File: config.mk
export PLATFORM = sky130hd
export DESIGN_NAME = elink_tx_group
export DESIGN_NICKNAME = d
export VERILOG_FILES = /design/src/rtl/elink_tx_pkg.sv /design/src/rtl/elink_tx_frame_ctl.sv /design/src/rtl/elink_tx_slot_map.sv /design/src/rtl/elink_tx_clk_fwd.sv /design/src/rtl/elink_tx_group.sv
export SDC_FILE = /design/constraint.sdc
export NUM_CORES = 1
export LEC_CHECK = 0
export ABC_CLOCK_PERIOD_IN_PS = 7800
export BUFFER_PORTS_ARGS = -buffer_cell sky130_fd_sc_hd__buf_4
export CAP_MARGIN = 10
export CELL_PAD_IN_SITES_DETAIL_PLACEMENT = 1
export CELL_PAD_IN_SITES_GLOBAL_PLACEMENT = 1
export CORE_UTILIZATION = 39
export DETAILED_ROUTE_END_ITERATION = 10
export GPL_ROUTABILITY_DRIVEN = 0
export PLACE_DENSITY_LB_ADDON = 0.1
export SLEW_MARGIN = 30
export SYNTH_ARGS = -nofsm -noshare
export SYNTH_HDL_FRONTEND = slang
export SYNTH_SLANG_ARGS = --single-unit
File: constraint.sdc
create_clock -name clk -period 7.8 [get_ports clk]
set_input_delay 0.78 -clock clk [delete_from_list [all_inputs] [get_ports clk]]
set_output_delay 0.78 -clock clk [all_outputs]
set_load 0.005 [all_outputs]
File: src/rtl/elink_tx_pkg.sv
package elink_tx_pkg;

    // phase counter width: 16 reference cycles per frame
    localparam int FRAME_PH_W = 4;

    typedef enum logic [1:0] {
        RATE_LOW   = 2'd0,
        RATE_MID   = 2'd1,
        RATE_HIGH  = 2'd2,
        RATE_ALIAS = 2'd3
    } rate_e;

    // the spare code falls back to the lowest rate
    function automatic logic [1:0] norm_rate(input logic [1:0] code);
        return (code == RATE_ALIAS) ? RATE_LOW : code;
    endfunction

endpackage

File: src/rtl/elink_tx_frame_ctl.sv
module elink_tx_frame_ctl
    import elink_tx_pkg::*;
#(
    parameter int N_LINKS = 8,
    localparam int SLICE_W = 2 * N_LINKS,
    localparam int PH_W = FRAME_PH_W
) (
    input  logic               clk,
    input  logic               rst_n,
    input  logic               frame_stb,
    input  logic [SLICE_W-1:0] frame_slice,
    input  logic [1:0]         rate_sel,
    input  logic [1:0]         bond_sel,
    output logic               run_o,
    output logic [PH_W-1:0]    phase_o,
    output logic [SLICE_W-1:0] slice_o,
    output logic [1:0]         rate_o,
    output logic [1:0]         bond_o
);

    typedef struct packed {
        logic               run;
        logic [PH_W-1:0]    phase;
        logic [SLICE_W-1:0] slice;
        logic [1:0]         rate;
        logic [1:0]         bond;
    } frame_st_t;

    frame_st_t st_d, st_q;

    always_comb begin
        st_d = st_q;
        if (frame_stb) begin
            st_d.run   = 1'b1;
            st_d.phase = '0;
            st_d.slice = frame_slice;
            st_d.rate  = norm_rate(rate_sel);
            st_d.bond  = bond_sel;
        end else if (st_q.run) begin
            st_d.phase = st_q.phase + 1'b1;
        end
    end

    always_ff @(posedge clk or negedge rst_n) begin
        if (!rst_n) begin
            st_q <= '0;
        end else begin
            st_q <= st_d;
        end
    end

    assign run_o   = st_q.run;
    assign phase_o = st_q.phase;
    assign slice_o = st_q.slice;
    assign rate_o  = st_q.rate;
    assign bond_o  = st_q.bond;

endmodule

File: src/rtl/elink_tx_slot_map.sv
module elink_tx_slot_map
    import elink_tx_pkg::*;
#(
    parameter int N_LINKS = 8,
    localparam int SLICE_W = 2 * N_LINKS,
    localparam int PH_W = FRAME_PH_W,
    localparam int LINK_W = $clog2(N_LINKS),
    localparam int IDX_W = $clog2(SLICE_W),
    localparam int GW = IDX_W + 4
) (
    input  logic               run,
    input  logic [PH_W-1:0]    phase,
    input  logic [SLICE_W-1:0] slice,
    input  logic [1:0]         rate,
    input  logic [1:0]         bond,
    output logic [N_LINKS-1:0] act_o,
    output logic [N_LINKS-1:0] dout_o
);

    for (genvar i = 0; i < N_LINKS; i++) begin : g_link
        logic [2:0]    act_log;
        logic [2:0]    kb;
        logic          act;
        logic [GW-1:0] slot;
        logic [GW-1:0] base;
        logic [GW-1:0] member;
        logic [GW-1:0] gidx;
        logic [GW-1:0] sidx;
        logic          bit_l;

        always_comb begin
            // log2 of the active link count at this rate
            act_log = 3'(LINK_W) - {1'b0, rate};
            // log2 of the lane size, capped at the active link count
            kb      = ({1'b0, bond} > act_log) ? act_log : {1'b0, bond};
            act     = (GW'(i) >> act_log) == '0;
            slot    = GW'(phase) >> (3'(PH_W - 1) - {1'b0, rate});
            base    = (GW'(i) >> kb) << kb;
            member  = GW'(i) & ((GW'(1) << kb) - GW'(1));
            gidx    = (base << (3'd1 + {1'b0, rate})) + (slot << kb) + member;
            sidx    = GW'(SLICE_W - 1) - gidx;
            bit_l   = run & act & slice[sidx[IDX_W-1:0]];
        end

        assign act_o[i]  = run & act;
        assign dout_o[i] = bit_l;
    end

endmodule

File: src/rtl/elink_tx_clk_fwd.sv
module elink_tx_clk_fwd
    import elink_tx_pkg::*;
#(
    parameter int N_LINKS = 8,
    localparam int PH_W = FRAME_PH_W
) (
    input  logic [PH_W-1:0]    phase,
    input  logic [1:0]         rate,
    input  logic [N_LINKS-1:0] act,
    output logic [N_LINKS-1:0] clk_o
);

    logic [1:0] half_bit;
    logic       high_half;

    always_comb begin
        // the phase bit that marks the second half of a slot
        half_bit  = 2'(PH_W - 2) - rate;
        high_half = ~phase[half_bit];
    end

    for (genvar i = 0; i < N_LINKS; i++) begin : g_clk
        assign clk_o[i] = act[i] & high_half;
    end

endmodule

File: src/rtl/elink_tx_group.sv
module elink_tx_group
    import elink_tx_pkg::*;
#(
    parameter int N_LINKS = 8,
    localparam int SLICE_W = 2 * N_LINKS,
    localparam int PH_W = FRAME_PH_W
) (
    input  logic               clk,
    input  logic               rst_n,
    input  logic               frame_stb,
    input  logic [SLICE_W-1:0] frame_slice,
    input  logic [1:0]         rate_sel,
    input  logic [1:0]         bond_sel,
    output logic [N_LINKS-1:0] link_dout,
    output logic [N_LINKS-1:0] link_clk
);

    logic               run;
    logic [PH_W-1:0]    phase;
    logic [SLICE_W-1:0] slice;
    logic [1:0]         rate;
    logic [1:0]         bond;
    logic [N_LINKS-1:0] act;

    elink_tx_frame_ctl #(.N_LINKS(N_LINKS)) u_ctl (
        .clk         (clk),
        .rst_n       (rst_n),
        .frame_stb   (frame_stb),
        .frame_slice (frame_slice),
        .rate_sel    (rate_sel),
        .bond_sel    (bond_sel),
        .run_o       (run),
        .phase_o     (phase),
        .slice_o     (slice),
        .rate_o      (rate),
        .bond_o      (bond)
    );

    elink_tx_slot_map #(.N_LINKS(N_LINKS)) u_map (
        .run    (run),
        .phase  (phase),
        .slice  (slice),
        .rate   (rate),
        .bond   (bond),
        .act_o  (act),
        .dout_o (link_dout)
    );

    elink_tx_clk_fwd #(.N_LINKS(N_LINKS)) u_clk (
        .phase (phase),
        .rate  (rate),
        .act   (act),
        .clk_o (link_clk)
    );

endmodule

==> qor.txt <==
worst min path class - primary input to async pin
H-Tree Depth - 1
Yosys top cell area share - 17.19%
EDFF count, synth - 0
Rel. slew slack - 48.32%
peak supply drop - 94.56 uV
Global Route met2 Usage - 39.49%
Starting Density - 40.92%
Req. time, crit path - 7020 ps
Detailed Routing Iterations Pass 1 - 4
hpwl dp - 8400 um
Setup WS pre-CTS - 1348 ps
via count - 2,949
CP arrival - 6040 ps
#FFs+latches synth - 25
initial drt markers - 136
Syn Inst Count - 356
Least-Margin Pin Slew - 753.6 ps
postcts setup bufs - 0
# fillers - 996
synth warn - 0
crit start category - register
chip height - 98.59 um
hold buffer count at CTS - 0
CTS resizes - 0
Finish-stage setup viols - 0
ys flop type - dfrtp_1
leakage - 1.646 nW
ys async rst share - 100.0%
clock sinks - 25
die area - 9720 sq um
max_cap viols - 0
post-synth cell types - 62
ranking of synthesized cells by area - dfrtp_1 (17%), mux4_2 (15%), mux2_2 (8.7%)
final hold vios - 0
GR Util All Layers - 23.84%
maximum clock rate - 146.7 MHz
Num CTS Buffers - 3
Worst setup EP type - primary output
Routed WL - 10,870 um
Max Root-Sink Buffers - 2
largest net degree at the start of global routing - 29
area of the multi-input gates - 2775 sq um
Final WS setup - 984.8 ps
global routing usage on met1 - 33.35%
initial antenna violation count - 0
pwr dens - 195.8 nW/um^2
M3 GR Usage - 1.702%
top-count cell post-synth - mux2_2
CTS Root Cell - clkbuf_8
vias per cell - 6.131
clock tree from TritonCTS - yes
Reg clk slew, reported paths - 100 ps
period utilization - 87.37%
vias in the first global route - 3,116
# IOs - 39
GR peak layer - met2
IO Port Bufs - 38
Clock Latency Late Sink - 280 ps
wire per inst - 22.60 um
Mapped Area - 3638 sq um
Layout Nets - 434
Register Area - 625.6 sq um
outcome - completed
DRT antenna net count - 0
chip width - 98.59 um
Pins Over Slew Limit - 0
Area Overhead vs Synth - 8.631%
Setup Skew - 1.247 ps
core area - 8891 sq um
row cnt - 34
RSZ-0062 raised after global routing - no
grt ovf - 0
CP Class - register to primary output
final setup TNS - 0 ps
Post-route DRC - 0
# diodes - 0
first-pass GRT wire length - 17,750 um
Synth top cells by count - mux2_2 (28), nor2_1 (26), dfrtp_1 (25)
crit path time final - 6815 ps
CP Max Fanout - 21
sequential share of the synthesized area - 17.19%
Avg Synthesized Cell Area - 10.22 sq um
area leader, netlist - dfrtp_1
layout cells sized above 1 - 28.95%
## metal layers
metal / vias up / wire length, um
met4: 0 / 183
li1: 1339 / -
met2: 70 / 5315
met5: - / 0
met1: 1527 / 4996
met3: 13 / 375
## worst paths after layout
path | from | endpoint | slack, ps | cells past startpoint
min in group clk | u_ctl.phase_o[3] | u_ctl.phase_o[3] | 650 | 2
worst min register to register | u_ctl.phase_o[3] | u_ctl.phase_o[3] | 650 | 2
worst max register to register | u_ctl.rate_o[0] | u_ctl.rate_o[0] | 6300 | 2
max in group asynchronous | rst_n | u_ctl.slice_o[14] | 7160 | 1
worst min-delay path | rst_n | u_ctl.phase_o[3] | 380 | 1
worst max-delay path | u_ctl.rate_o[0] | link_dout[6] | 980 | 16
## kinds of logic (layout without fill, tap and decap cells)
kind of cell | Yosys count | in the layout | synth area share, %
DFF | 25 | 25 | 17.19
other | 2 | 3 | 0.2064
muxes | 67 | 67 | 28.06
adders and majority gates | 38 | 38 | 15.68
AOI/OAI and AO/OA | 63 | 63 | 11.59
and+or+nand+nor | 89 | 89 | 12.79
xor gates and xnor gates | 26 | 26 | 7.772
buffers and inverters | 46 | 62 | 6.706
## per-stage QoR
step	total power, mW	area [sq um]	hold WS [ps]	instances	utilization, %
floorplan	0.5757	3642	484.4	357	-
global placement	0.6798	3901	614.1	477	43.88
detailed placement	0.6910	3901	625.7	477	43.88
CTS	0.7796	3950	388.8	481	44.43
global route	0.8284	3953	409.1	481	44.46
finish	0.7738	3953	381.3	481	44.46
## final cells by class
cell class	count	share of cell area, %
Inverter	18	1.709
Sequential cell	25	15.83
Clock buffer	3	1.045
Multi-Input combinational cell	286	70.21
Tap cell	108	3.419
Clock inverter	1	0.1899
Timing Repair Buffer	40	7.597
## flip-flops by register name (all words and copies together) (netlist names)
register	cells
u_ctl.run_o	1
u_ctl.phase_o	4
u_ctl.bond_o	2
u_ctl.rate_o	2
u_ctl.slice_o	16
## critical path, stage by stage (launching register included)
cell and delay (ps):
dfrtp_1 860, inv_2 290, ha_1 400, nor2b_1 320
o21ai_1 330, and2_4 290, nor2_1 530, nor3_1 210
or2_2 350, fa_1 540, inv_1 50, ha_1 310
xor2_1 330, mux4_2 540, mux2i_1 150, a211oi_1 100
buf_4 140
## where the power goes
| part | leakage (nW) | total, mW | internal, mW | switching, mW |
|---|---|---|---|---|
| clock | 0.0217 | 0.0842 | 0.0364 | 0.0477 |
| sequential | 0.299 | 0.173 | 0.141 | 0.0328 |
| combinational | 1.33 | 0.516 | 0.276 | 0.240 |
| total | 1.65 | 0.774 | 0.453 | 0.320 |
## cell usage in the layout, fill, tap and decap left out, types with 3 or more instances in the layout
master    count
buf_4        40
mux2_2       28
nor2_1       26
dfrtp_1      25
mux4_2       24
ha_1         23
nand2_1      18
inv_1        17
o21ai_0      16
a21oi_1      13
fa_1         13
mux2i_1      12
xor2_1       11
xnor2_1      11
nor3_1        7
nand3_1       6
a211oi_1      6
nand2b_1      5
nor2b_1       4
a21o_1        4
xnor3_1       4
o211ai_1      3
nand4b_1      3
conb_1        3
clkbuf_8      3
Note: power is estimated with default switching activity, not from simulation.
